## src/rtl/pwd_pkg.sv

```systemverilog
package pwd_pkg;

  localparam int NUM_CFG  = 7;
  localparam int CFG_AW   = 12;
  localparam int IDX_BASE = 1;
  localparam int IDX_SCTL = 2;

  // Byte ranges of the fixed configuration registers, index 0 in the low slot.
  localparam logic [NUM_CFG-1:0][CFG_AW-1:0] CFG_LO =
    {12'h0FB, 12'h0FA, 12'h0F8, 12'h0F7, 12'h0F4, 12'h0F2, 12'h0F0};
  localparam logic [NUM_CFG-1:0][CFG_AW-1:0] CFG_HI =
    {12'h0FB, 12'h0FA, 12'h0F9, 12'h0F7, 12'h0F6, 12'h0F3, 12'h0F1};

  typedef enum logic [1:0] {
    RGN_SYSRAM = 2'd0,
    RGN_PARAM  = 2'd1,
    RGN_REGS   = 2'd2
  } region_e;

endpackage

```

## src/rtl/pwd_cfg_decode.sv

```systemverilog
module pwd_cfg_decode
  import pwd_pkg::*;
#(
  parameter int ADDR_W = 24
) (
  input  logic [ADDR_W-2:0]  word_addr,
  input  logic               ub_en,
  input  logic               lb_en,
  input  logic               access_ok,
  output logic [NUM_CFG-1:0] sel
);

  logic              upper_zero;
  logic [CFG_AW-1:0] even_a;
  logic [CFG_AW-1:0] odd_a;

  assign upper_zero = (word_addr[ADDR_W-2:CFG_AW-1] == '0);
  assign even_a     = {word_addr[CFG_AW-2:0], 1'b0};
  assign odd_a      = {word_addr[CFG_AW-2:0], 1'b1};

  for (genvar g = 0; g < NUM_CFG; g++) begin : g_cfg
    logic even_in;
    logic odd_in;
    assign even_in = ub_en && (even_a >= CFG_LO[g]) && (even_a <= CFG_HI[g]);
    assign odd_in  = lb_en && (odd_a  >= CFG_LO[g]) && (odd_a  <= CFG_HI[g]);
    assign sel[g]  = access_ok && upper_zero && (even_in || odd_in);
  end

endmodule

```

## src/rtl/pwd_window_match.sv

```systemverilog
module pwd_window_match
  import pwd_pkg::*;
#(
  parameter int ADDR_W = 24,
  parameter int OFF_W  = 12,
  parameter int FC_W   = 3,
  parameter int BASE_W = 16
) (
  input  logic [ADDR_W-1:0] addr,
  input  logic [FC_W-1:0]   fc,
  input  logic              access,
  input  logic              armed,
  input  logic              cfg_any,
  input  logic [BASE_W-1:0] base,
  output logic              hit,
  output logic [OFF_W-1:0]  offset,
  output region_e           region
);

  localparam int PAGE_W  = ADDR_W - OFF_W;
  localparam int CMP_BIT = PAGE_W;

  logic page_ok;
  logic fc_ok;

  assign page_ok = (addr[ADDR_W-1:OFF_W] == base[PAGE_W-1:0]);
  assign fc_ok   = !base[CMP_BIT] || (fc == base[BASE_W-1:CMP_BIT+1]);
  assign hit     = access && armed && !cfg_any && page_ok && fc_ok;
  assign offset  = hit ? addr[OFF_W-1:0] : '0;

  always_comb begin
    region = RGN_SYSRAM;
    if (hit) begin
      unique case (addr[OFF_W-1:OFF_W-2])
        2'b00:   region = RGN_SYSRAM;
        2'b01:   region = RGN_PARAM;
        default: region = RGN_REGS;
      endcase
    end
  end

endmodule

```

## src/rtl/pwd_base_reg.sv

```systemverilog
module pwd_base_reg #(
  parameter int              BASE_W    = 16,
  parameter logic [BASE_W-1:0] RESET_VAL = 16'hBFFF
) (
  input  logic              clk,
  input  logic              sys_rst,
  input  logic              wr_hi,
  input  logic              wr_lo,
  input  logic              bus8,
  input  logic [BASE_W-1:0] wdata,
  output logic [BASE_W-1:0] base_q,
  output logic              armed
);

  localparam int HALF = BASE_W / 2;

  always_ff @(posedge clk) begin
    if (sys_rst) begin
      base_q <= RESET_VAL;
      armed  <= 1'b0;
    end else begin
      if (wr_hi) base_q[BASE_W-1:HALF] <= wdata[BASE_W-1:HALF];
      if (wr_lo) base_q[HALF-1:0]      <= wdata[HALF-1:0];
      // Narrow bus: only the low byte completes the register.
      if (wr_lo || (wr_hi && !bus8)) armed <= 1'b1;
    end
  end

endmodule

```

## src/rtl/pwd_conflict.sv

```systemverilog
module pwd_conflict (
  input  logic clk,
  input  logic sys_rst,
  input  logic detect,
  input  logic ctl_wr,
  input  logic clr_bit,
  input  logic en_bit,
  output logic stat,
  output logic en
);

  always_ff @(posedge clk) begin
    if (sys_rst) begin
      stat <= 1'b0;
      en   <= 1'b0;
    end else begin
      if (detect)                stat <= 1'b1;
      else if (ctl_wr && clr_bit) stat <= 1'b0;
      if (ctl_wr) en <= en_bit;
    end
  end

endmodule

```

## src/rtl/periph_window_decoder.sv

```systemverilog
module periph_window_decoder
  import pwd_pkg::*;
#(
  parameter int                ADDR_W    = 24,
  parameter int                OFF_W     = 12,
  parameter int                FC_W      = 3,
  parameter int                DATA_W    = 16,
  parameter logic [FC_W-1:0]   SUPV_FC   = 3'd5,
  parameter logic [DATA_W-1:0] BASE_RST  = 16'hBFFF,
  parameter logic [ADDR_W-1:0] CTRL_ADDR = 24'h0000F4,
  parameter int                STAT_BIT  = 8,
  parameter int                EN_BIT    = 9
) (
  input  logic              clk,
  input  logic              rst_req,
  input  logic              halt_req,
  input  logic              addr_valid,
  input  logic [ADDR_W-1:0] addr,
  input  logic [FC_W-1:0]   fc,
  input  logic              ub_en,
  input  logic              lb_en,
  input  logic              rd_en,
  input  logic              wr_en,
  input  logic              bus8_mode,
  input  logic [DATA_W-1:0] wdata,
  input  logic              ext_claim,
  output logic              win_hit,
  output logic [OFF_W-1:0]  win_offset,
  output logic [1:0]        win_region,
  output logic [NUM_CFG-1:0] cfg_sel,
  output logic [DATA_W-1:0] base_rd,
  output logic              conflict_stat,
  output logic              bus_err_req,
  output logic              ext_cs_inhibit
);

  logic    sys_rst;
  logic    access;
  logic    supv_access;
  logic    cfg_any;
  logic    base_wr;
  logic    ctl_wr;
  logic    armed;
  logic    detect;
  logic    conf_en;
  region_e rgn;

  assign sys_rst     = rst_req && halt_req;
  assign access      = addr_valid && (rd_en || wr_en) && (ub_en || lb_en);
  assign supv_access = access && (fc == SUPV_FC);

  pwd_cfg_decode #(.ADDR_W(ADDR_W)) u_cfg (
    .word_addr (addr[ADDR_W-1:1]),
    .ub_en     (ub_en),
    .lb_en     (lb_en),
    .access_ok (supv_access),
    .sel       (cfg_sel)
  );

  assign cfg_any = |cfg_sel;
  assign base_wr = wr_en && cfg_sel[IDX_BASE];
  assign ctl_wr  = wr_en && ub_en && cfg_sel[IDX_SCTL] &&
                   (addr[ADDR_W-1:1] == CTRL_ADDR[ADDR_W-1:1]);

  pwd_base_reg #(.BASE_W(DATA_W), .RESET_VAL(BASE_RST)) u_base (
    .clk     (clk),
    .sys_rst (sys_rst),
    .wr_hi   (base_wr && ub_en),
    .wr_lo   (base_wr && lb_en),
    .bus8    (bus8_mode),
    .wdata   (wdata),
    .base_q  (base_rd),
    .armed   (armed)
  );

  pwd_window_match #(
    .ADDR_W(ADDR_W), .OFF_W(OFF_W), .FC_W(FC_W), .BASE_W(DATA_W)
  ) u_win (
    .addr    (addr),
    .fc      (fc),
    .access  (access),
    .armed   (armed),
    .cfg_any (cfg_any),
    .base    (base_rd),
    .hit     (win_hit),
    .offset  (win_offset),
    .region  (rgn)
  );

  assign win_region = rgn;
  assign detect     = win_hit && ext_claim;

  pwd_conflict u_conf (
    .clk     (clk),
    .sys_rst (sys_rst),
    .detect  (detect),
    .ctl_wr  (ctl_wr),
    .clr_bit (wdata[STAT_BIT]),
    .en_bit  (wdata[EN_BIT]),
    .stat    (conflict_stat),
    .en      (conf_en)
  );

  assign bus_err_req    = detect && conf_en;
  assign ext_cs_inhibit = win_hit || cfg_any;

endmodule

```

## config.mk

```make
export PLATFORM = sky130hd
export DESIGN_NAME = periph_window_decoder
export DESIGN_NICKNAME = d
export VERILOG_FILES = /design/src/rtl/pwd_pkg.sv /design/src/rtl/pwd_cfg_decode.sv /design/src/rtl/pwd_window_match.sv /design/src/rtl/pwd_base_reg.sv /design/src/rtl/pwd_conflict.sv /design/src/rtl/periph_window_decoder.sv
export SDC_FILE = /design/constraint.sdc
export NUM_CORES = 1
export LEC_CHECK = 0
export ABC_AREA = 1
export BUFFER_PORTS_ARGS = -buffer_cell sky130_fd_sc_hd__buf_2
export CAP_MARGIN = 20
export CORE_MARGIN = 3
export CORE_UTILIZATION = 35
export DETAILED_ROUTE_END_ITERATION = 10
export GPL_ROUTABILITY_DRIVEN = 1
export PLACE_DENSITY_LB_ADDON = 0.05
export SLEW_MARGIN = 20
export SYNTH_ARGS = -nofsm -noshare
export SYNTH_HDL_FRONTEND = slang
export SYNTH_SLANG_ARGS = --single-unit
```

## constraint.sdc

```tcl
create_clock -name clk -period 5.4 [get_ports clk]
set_input_delay 1.08 -clock clk [delete_from_list [all_inputs] [get_ports clk]]
set_output_delay 1.08 -clock clk [all_outputs]
set_load 0.01 [all_outputs]
```

-- Word-level counts from Yosys, hierarchy flattened
Index checks and enable logic that the tools add are counted.
- register bits after elaboration: 19
- output and inout bits: 41
- word-level logic and storage cells: 116
- $lt $le $gt $ge: 28
- eq/ne operators: 5
- mux-type cells: 5
- reductions and logical operators: 73
- operator list (kind ; number):
    12-bit by 8-bit greater-or-equal comparator with 1-bit output, second input constant ; 14
    12-bit by 8-bit less-or-equal comparator with 1-bit output, second input constant ; 14
    1-bit logical AND ; 54
    23-bit by 7-bit equality test with 1-bit output, second input constant ; 1
    12-bit equality test ; 1
    12-bit logical NOT ; 1
    1-bit logical OR ; 12
    12-bit two-way mux ; 1
    7-bit OR reduction ; 1
    2-bit case mux with 2 select lines ; 1
    3-bit equality test ; 1
    3-bit equality test, second input constant ; 1
    1-bit logical NOT ; 3
    2-bit by 1-bit equality test with 1-bit output, second input constant ; 1
    2-bit logical NOT ; 1
    1-bit two-way mux ; 2
    2-bit two-way mux ; 1
    2-bit nonzero test ; 1

-- Longest topological paths before layout
Gate-level depths: netlist of run 1.
- depth after elaboration: 13
- depth in mapped cells: 12

-- Cells and area by module
Synthesis of run 1 repeated with hierarchy kept, for this count alone.
- cells, all modules: 298
- area, all modules: 1650.3 um^2
- modules (own cells, without submodules) (module ; times used ; cells an instance ; area each (um^2) ; sequential area each (um^2)):
    pwd_base_reg ; 1 ; 75 ; 615.6 ; 340.3
    pwd_window_match ; 1 ; 93 ; 431.7 ; 0.0
    pwd_cfg_decode ; 1 ; 72 ; 324.1 ; 0.0
    periph_window_decoder ; 1 ; 48 ; 202.7 ; 0.0
    pwd_conflict ; 1 ; 10 ; 76.3 ; 40.0

-- Worst setup path after synthesis of run 1
Ideal clock, no wire load.
- path type: input port to output port
- start point: input port ub_en
- end point: output port win_offset[1]
- arrival: 2.280 ns
- setup slack: 2.040 ns
- stages on the path: 11
- path buffers: 2
- cells stage by stage: buf_6 > o21ai_4 > nor2_4 > nand3_2 > nor2_1 > nand2_1 > nand3_1 > nor2_2 > nand4_4 > buf_6 > nor2_2
- word-level cells in the longest chain between the ends: 11
- elaborated cells between the ends (all ways): 39
- classes of those cells: mux (1); reduce/logical (38)
- RTL lines (item ; line ; RTL):
    start: declaration ; periph_window_decoder.sv:20 ; input logic ub_en,
    1-bit logical OR ; periph_window_decoder.sv:49 ; assign access = addr_valid && (rd_en || wr_en) && (ub_en || lb_en);
    1-bit logical AND ; periph_window_decoder.sv:49 ;
    1-bit logical AND ; periph_window_decoder.sv:50 ; assign supv_access = access && (fc == SUPV_FC);
    1-bit logical AND (2 in a row) ; pwd_cfg_decode.sv:26 ; assign sel[g] = access_ok && upper_zero && (even_in || odd_in);
    7-bit OR reduction ; periph_window_decoder.sv:60 ; assign cfg_any = |cfg_sel;
    1-bit logical NOT ; pwd_window_match.sv:28 ; assign hit = access && armed && !cfg_any && page_ok && fc_ok;
    1-bit logical AND (*) (3 in a row) ; pwd_window_match.sv:28 ;
    12-bit two-way mux (*) ; pwd_window_match.sv:29 ; assign offset = hit ? addr[OFF_W-1:0] : '0;
    end: declaration ; periph_window_decoder.sv:28 ; output logic [OFF_W-1:0] win_offset,
Every way passes the cells marked *; elsewhere a longest branch is shown, timed or not.

-- Worst setup path after layout of run 1
- start point: input port wr_en
- end point: output port bus_err_req
- word-level cells in the longest chain between the ends: 13
- elaborated cells between the ends (all ways): 20
- classes of those cells: reduce/logical (20)
- RTL lines (item ; line ; RTL):
    start: declaration ; periph_window_decoder.sv:23 ; input logic wr_en,
    1-bit logical OR (*) ; periph_window_decoder.sv:49 ;
    1-bit logical AND (*) (2 in a row) ; periph_window_decoder.sv:49 ;
    1-bit logical AND ; periph_window_decoder.sv:50 ;
    1-bit logical AND (2 in a row) ; pwd_cfg_decode.sv:26 ;
    7-bit OR reduction ; periph_window_decoder.sv:60 ;
    1-bit logical NOT ; pwd_window_match.sv:28 ;
    1-bit logical AND (*) (3 in a row) ; pwd_window_match.sv:28 ;
    1-bit logical AND (*) ; periph_window_decoder.sv:91 ; assign detect = win_hit && ext_claim;
    1-bit logical AND (*) ; periph_window_decoder.sv:104 ; assign bus_err_req = detect && conf_en;
    end: declaration ; periph_window_decoder.sv:33 ; output logic bus_err_req,
Marks and branches as above.

==> reports/metrics.cfg, run 1 <==
[status]
outcome=completed

[clock_tree]
clkLatencyLatePin_ns=0.26
cts_buffer_depth=2
cts_inserted_buffers=3
postCtsSetupBuffers=0
clock_sinks=19
cts_resized=0
ctsHoldBuffers=0
cts_tree=built
cts_max_level=1
clk_pin_slew_ns=0.08
ctsRootBufferMaster=clkbuf_8

[placement]
gp_congestion=0.902
pre_cts_ws_ns=1.50
detailed_place_hpwl_mm=4.73
placed_cells=466
placed_area_sq_mm=0.00236
portBuffers=93

[power_and_ir_drop]
leakage_nw=1.34
switchingPower_w=0.0000938
ir_drop_v=0.000119
pwr-share-comb_pct=21.0
swShare_pct=30.2
power_frac_seq_pct=45.1
p_per_area_mw_per_mm2=129
clkPwrFrac_pct=33.8
p_int_w=0.000216

[logic_synthesis]
syn_area_sq_mm=0.00187
synth_fp_nets=366
async_flop_share_pct=0
synth_top_family_by_area=simple AND/OR/NAND/NOR gates
synth-edff-count=0
ys_types=32
yosys_register_bits=19
yosys.area_share.adder_pct=0
syn_area_per_cell_sq_um=5.98
yosysWarnings=0
synth_simple_gate_area_share_pct=53.1
postSynthCellCount=313
synth-compound-area-share_pct=9.55
yosysSeqAreaShare_pct=20.3
synthMuxAreaShare_pct=0
synthFlopType=dfxtp_1
synthXorXnorAreaFrac_pct=3.27

[worst_setup_path]
ff2ff_path_depth=7
crit_fanout=16
r2r_setup_slack_ns=4.08
worstSetupPathType=primary input to output pin
crit_path_end_kind=output pin
cp_common_cell=nor2_1
cp_slowest_cell=nand4_4
start_kind=primary input
startpoint=wr_en
path_cells=buf_2 > nor2_1 > nor2_4 > nand4_1 > nor2_1 > nand2_1 > nor2_1 > nand4_4 > nor3_1 > buf_2
critPathRequiredTime_ns=4.32
r2r-start=u_base.base_q[10]
slowest_delay_ns=0.31
reg2reg_to=u_conf.stat
arrival_ns=2.81

[timing]
slew_violations=0
fin_skew_ns=0.00184
timing.fmax_ghz=0.257
worstMarginPinSlew_ns=0.590
fin_crit_ns=3.89
setup_viol=0
rsz0062_at_grt=false
min_period_over_period_pct=72.1
maxSlewHeadroom_pct=60.6
finalHoldViolations=0
finalWorstSetupSlack_ns=1.51
tns_ns=0

[finish]
diodes=0
area_growth_syn_to_layout_pct=28.7
layout.cells.non_filler=470
drive_above_1_share_pct=34.2
layout.nets=457
design_area_sq_mm=0.00241
num-fill-cells=567
final_core_util_pct=48.8

[route]
wl_per_cell_um=12.1
ant_nets=0
viasPerCell=4.74
wl_mm=5.70
vias=2229
drt_iter0_markers=121
drc=0
drtPass1Iterations=4

[worst_hold_path]
hold-path-endpoint=u_conf.en
hold_depth=2
worst_hold_startpoint=u_conf.en
worstHoldPathType=flop to flop

[grt]
antenna_found_initial=0
grt_max_degree=18
grt_pass1_wl_mm=8.93
grt_pass1_vias=2011
track_usage_pct=17.4
grt.overflow.total=0

[die]
ioPinCount=94
core_sq_mm=0.00494
dieArea_sq_mm=0.00627
start_util_pct=37.9
die_h_um=79.2
num_rows=25
die_x_um=79.2

[job]
max_cap_viol_count=0

-- Yosys cell counts, types with 2 or more instances --
library cell	count	area share [%]
a21oi_1	6	1.6
a21oi_2	2	0.94
buf_2	2	0.53
buf_6	4	2.4
dfxtp_1	19	20
inv_1	48	9.6
inv_2	5	1.0
nand2_1	70	14
nand2_2	4	1.3
nand3_1	32	8.6
nand3_2	2	1.1
nand3b_1	4	1.6
nand4_1	16	5.3
nand4_4	2	2.3
nor2_1	39	7.8
nor2_2	14	4.7
nor2_4	4	2.4
nor3_1	5	1.3
o211ai_1	2	0.80
o21ai_0	10	2.7
o21ai_4	2	1.7
or2_2	6	2.0
xnor2_1	5	2.3
xor2_1	2	0.94
-- worst max-delay path: cells and delay by family --
family | cells | cell delay, ns
buffers and inverters | 2 | 0.42
and+or+nand+nor | 8 | 1.31
-- per-stage QoR --
| step | total power, W | hold slack (ns) |
|---|---|---|
| after CTS | 0.000311 | 0.461 |
| after floorplan | 0.000179 | 0.431 |
| after detailed placement | 0.000208 | 0.449 |
| after global routing | 0.000325 | 0.513 |
| final | 0.000310 | 0.462 |
| after global placement | 0.000209 | 0.451 |
-- registers in the layout, indices dropped and copies added (netlist names) --
register,count
u_conf.stat,1
u_base.armed,1
u_base.base_q,16
u_conf.en,1
-- layout by cell type, fill, tap and decap left out, types with 5 or more instances in the layout --
| cell type | netlist | final |
|---|---|---|
| buf_2 | 2 | 93 |
| nand2_1 | 70 | 70 |
| nand4_1 | 16 | 16 |
| o21ai_0 | 10 | 10 |
| nand3_1 | 32 | 32 |
| nor3_1 | 5 | 5 |
| nor2_2 | 14 | 14 |
| xnor2_1 | 5 | 5 |
| inv_1 | 48 | 48 |
| a21oi_1 | 6 | 6 |
| nor2_1 | 39 | 39 |
| or2_2 | 6 | 6 |
| dfxtp_1 | 19 | 19 |
| inv_2 | 5 | 5 |
-- worst max-delay path by stage --
stage	endpoint	slack (ns)	depth (start not counted)
detailed placement	bus_err_req	1.50	10
floorplan	win_offset[1]	2.04	11
global route	bus_err_req	1.31	10
finish	bus_err_req	1.51	10
CTS	bus_err_req	1.49	10
global placement	bus_err_req	1.56	10
-- metal layers --
| layer | vias up | global-route usage [%] | share of wire [%] |
|---|---|---|---|
| li1 | 1184 | - | - |
| met1 | 967 | 20.9 | 44 |
| met2 | 74 | 31.8 | 49 |
| met3 | 4 | 3.51 | 6.7 |
| met4 | 0 | 3.26 | 0.67 |
| met5 | - | 0 | 0 |
-- power groups by stage --
stage | registers, W | clock network (W) | logic [W]
floorplan | 0.000143 | 0 | 0.0000358
global placement | 0.000143 | 0 | 0.0000656
detailed placement | 0.000143 | 0 | 0.0000651
CTS | 0.000140 | 0.000106 | 0.0000655
global route | 0.000140 | 0.000112 | 0.0000731
finish | 0.000140 | 0.000105 | 0.0000653
-- layout make-up --
| cell class | instances | area [sq um] | area share, % |
|---|---|---|---|
| multi-input cells | 234 | 1230 | 51.2 |
| clock inverters | 1 | 5.00 | 0.208 |
| well taps | 67 | 83.8 | 3.48 |
| clock buffers | 3 | 41.3 | 1.71 |
| repair buffers | 93 | 465 | 19.3 |
| flip-flops and latches | 19 | 380 | 15.8 |
| inverters | 53 | 199 | 8.26 |
-- cells by family after synthesis --
group,Yosys count
and+or+nand+nor,200
buffers and inverters,60
AOI/OAI and AO/OA,27
DFF,19
xor gates and xnor gates,7
(Power assumes the default switching activity.)
==> run 2: changes to the inputs <==
==> constraint.sdc (replaced) <==
create_clock -name clk -period 3.8 [get_ports clk]
set_input_delay 0.76 -clock clk [delete_from_list [all_inputs] [get_ports clk]]
set_output_delay 0.76 -clock clk [all_outputs]
set_load 0.01 [all_outputs]
==> run 2 against run 1 <==
First-iteration DRC count fell by 24%; count of clock-buffer cells in the layout did not move; register-to-register slack got worse by 1.6 ns; worst setup slack got worse by 0.93 ns; wire length fell by 0.21%; via count fell by 0.63%; critical endpoint unchanged.
==> reports/metrics.cfg, run 2 (synthesis results as in run 1) <==
[route]
drc=0
drt_iter0_markers=92
viasPerCell=4.71
wl_mm=5.69
vias=2215
ant_nets=0
drtPass1Iterations=5
wl_per_cell_um=12.1

[placement]
pre_cts_ws_ns=0.542
portBuffers=93
detailed_place_hpwl_mm=4.77
gp_congestion=0.903

[power_and_ir_drop]
p_int_w=0.000308
pwr-share-comb_pct=21.0
leakage_nw=1.34
swShare_pct=30.1
clkPwrFrac_pct=33.8
p_per_area_mw_per_mm2=183
power_frac_seq_pct=45.2
switchingPower_w=0.000132
ir_drop_v=0.000162

[clock_tree]
cts_tree=built
cts_inserted_buffers=3
ctsHoldBuffers=0
clkLatencyLatePin_ns=0.26
postCtsSetupBuffers=0
cts_buffer_depth=2
cts_resized=0
cts_max_level=1
clk_pin_slew_ns=0.08
ctsRootBufferMaster=clkbuf_8
clock_sinks=19

[worst_hold_path]
hold_depth=2
worst_hold_startpoint=u_conf.en
worstHoldPathType=flop to flop
hold-path-endpoint=u_conf.en

[timing]
fin_crit_ns=3.23
finalWorstSetupSlack_ns=0.572
slew_violations=0
worstMarginPinSlew_ns=0.587
tns_ns=0
timing.fmax_ghz=0.310
maxSlewHeadroom_pct=60.8
finalHoldViolations=0
rsz0062_at_grt=false
setup_viol=0
min_period_over_period_pct=84.9
fin_skew_ns=0.00200

[die]
die_x_um=79.2
die_h_um=79.2
dieArea_sq_mm=0.00627
start_util_pct=37.9
core_sq_mm=0.00494
ioPinCount=94
num_rows=25

[worst_setup_path]
crit_fanout=16
path_cells=buf_2 > nor2_1 > nor2_4 > nand4_1 > nor2_1 > nand2_1 > nor2_1 > nand4_4 > nor3_1 > buf_2
cp.buffers_inverters=2
start_kind=primary input
worstSetupPathType=primary input to output pin
r2r_setup_slack_ns=2.46
critPathRequiredTime_ns=3.04
ff2ff_path_depth=7
cp_slowest_cell=nand4_4
cp_top_family=simple AND/OR/NAND/NOR gates
crit_path_end_kind=output pin
reg2reg_to=u_conf.stat
arrival_ns=2.47
slowest_delay_ns=0.30
r2r-start=u_base.base_q[10]
cp_common_cell=nor2_1

[status]
outcome=completed

[finish]
area_growth_syn_to_layout_pct=28.7
drive_above_1_share_pct=34.2
diodes=0
largest_register=u_base.base_q
layout.nets=457
largest_register_ffs=16
mostFrequentLayoutCell=buf_2
layout_common_cells=buf_2 (93), nand2_1 (70), inv_1 (48)

[grt]
grt_pass1_wl_mm=9.14
grt.overflow.total=0
grt_max_degree=18
antenna_found_initial=0
track_usage_pct=17.8
grt_pass1_vias=2026

[job]
max_cap_viol_count=0

==> run 2: cell counts in the layout (fill, tap and decap cells not counted) <==
Identical to the previous run, type by type.
==> run 2: per-stage QoR <==
step	utilization (%)	hold slack (ns)	power, W	cell area [sq um]	instances
floorplan	-	0.431	0.000255	1870	313
global placement	47.8	0.451	0.000297	2360	466
detailed placement	47.8	0.451	0.000296	2360	466
CTS	48.8	0.462	0.000441	2410	470
global route	48.8	0.507	0.000461	2410	470
finish	48.8	0.460	0.000440	2410	470
==> run 2: worst max path at each step <==
stage | to | start | slack (ns) | cells after the start
6_report | bus_err_req | wr_en | 0.57 | 10
5_1_grt | bus_err_req | wr_en | 0.37 | 10
2_1_floorplan | win_offset[1] | ub_en | 1.08 | 11
3_3_place_gp | bus_err_req | wr_en | 0.60 | 10
4_1_cts | bus_err_req | wr_en | 0.54 | 10
3_5_place_dp | bus_err_req | wr_en | 0.54 | 10
==> run 2: metal layers <==
metal	global-route usage, %	wire length (um)	up-vias
li1	-	-	1186
met1	22.1	2510	963
met2	32.2	2770	60
met3	2.72	361	6
met4	4.12	49	0
met5	0	0	-
==> run 2: layout make-up <==
type | instances | area, sq um
Multi-Input combinational cell | 234 | 1230
Clock inverter | 1 | 5.00
Inverter | 53 | 199
Sequential cell | 19 | 380
Fill cell | 561 | 2530
Timing Repair Buffer | 93 | 465
Tap cell | 67 | 83.8
Clock buffer | 3 | 41.3
==> run 2: tightest hold or removal path, stage by stage, from the launching register on <==
cell and delay (ns):
dfxtp_1 0.30, inv_1 0.06, a21oi_1 0.05
==> run 2: power by group through the flow <==
stage	clock [W]	combinational (W)	sequential (W)
detailed placement	0	0.0000925	0.000204
floorplan	0	0.0000509	0.000204
global placement	0	0.0000932	0.000204
CTS	0.000150	0.0000929	0.000199
global route	0.000158	0.000104	0.000199
finish	0.000148	0.0000925	0.000199
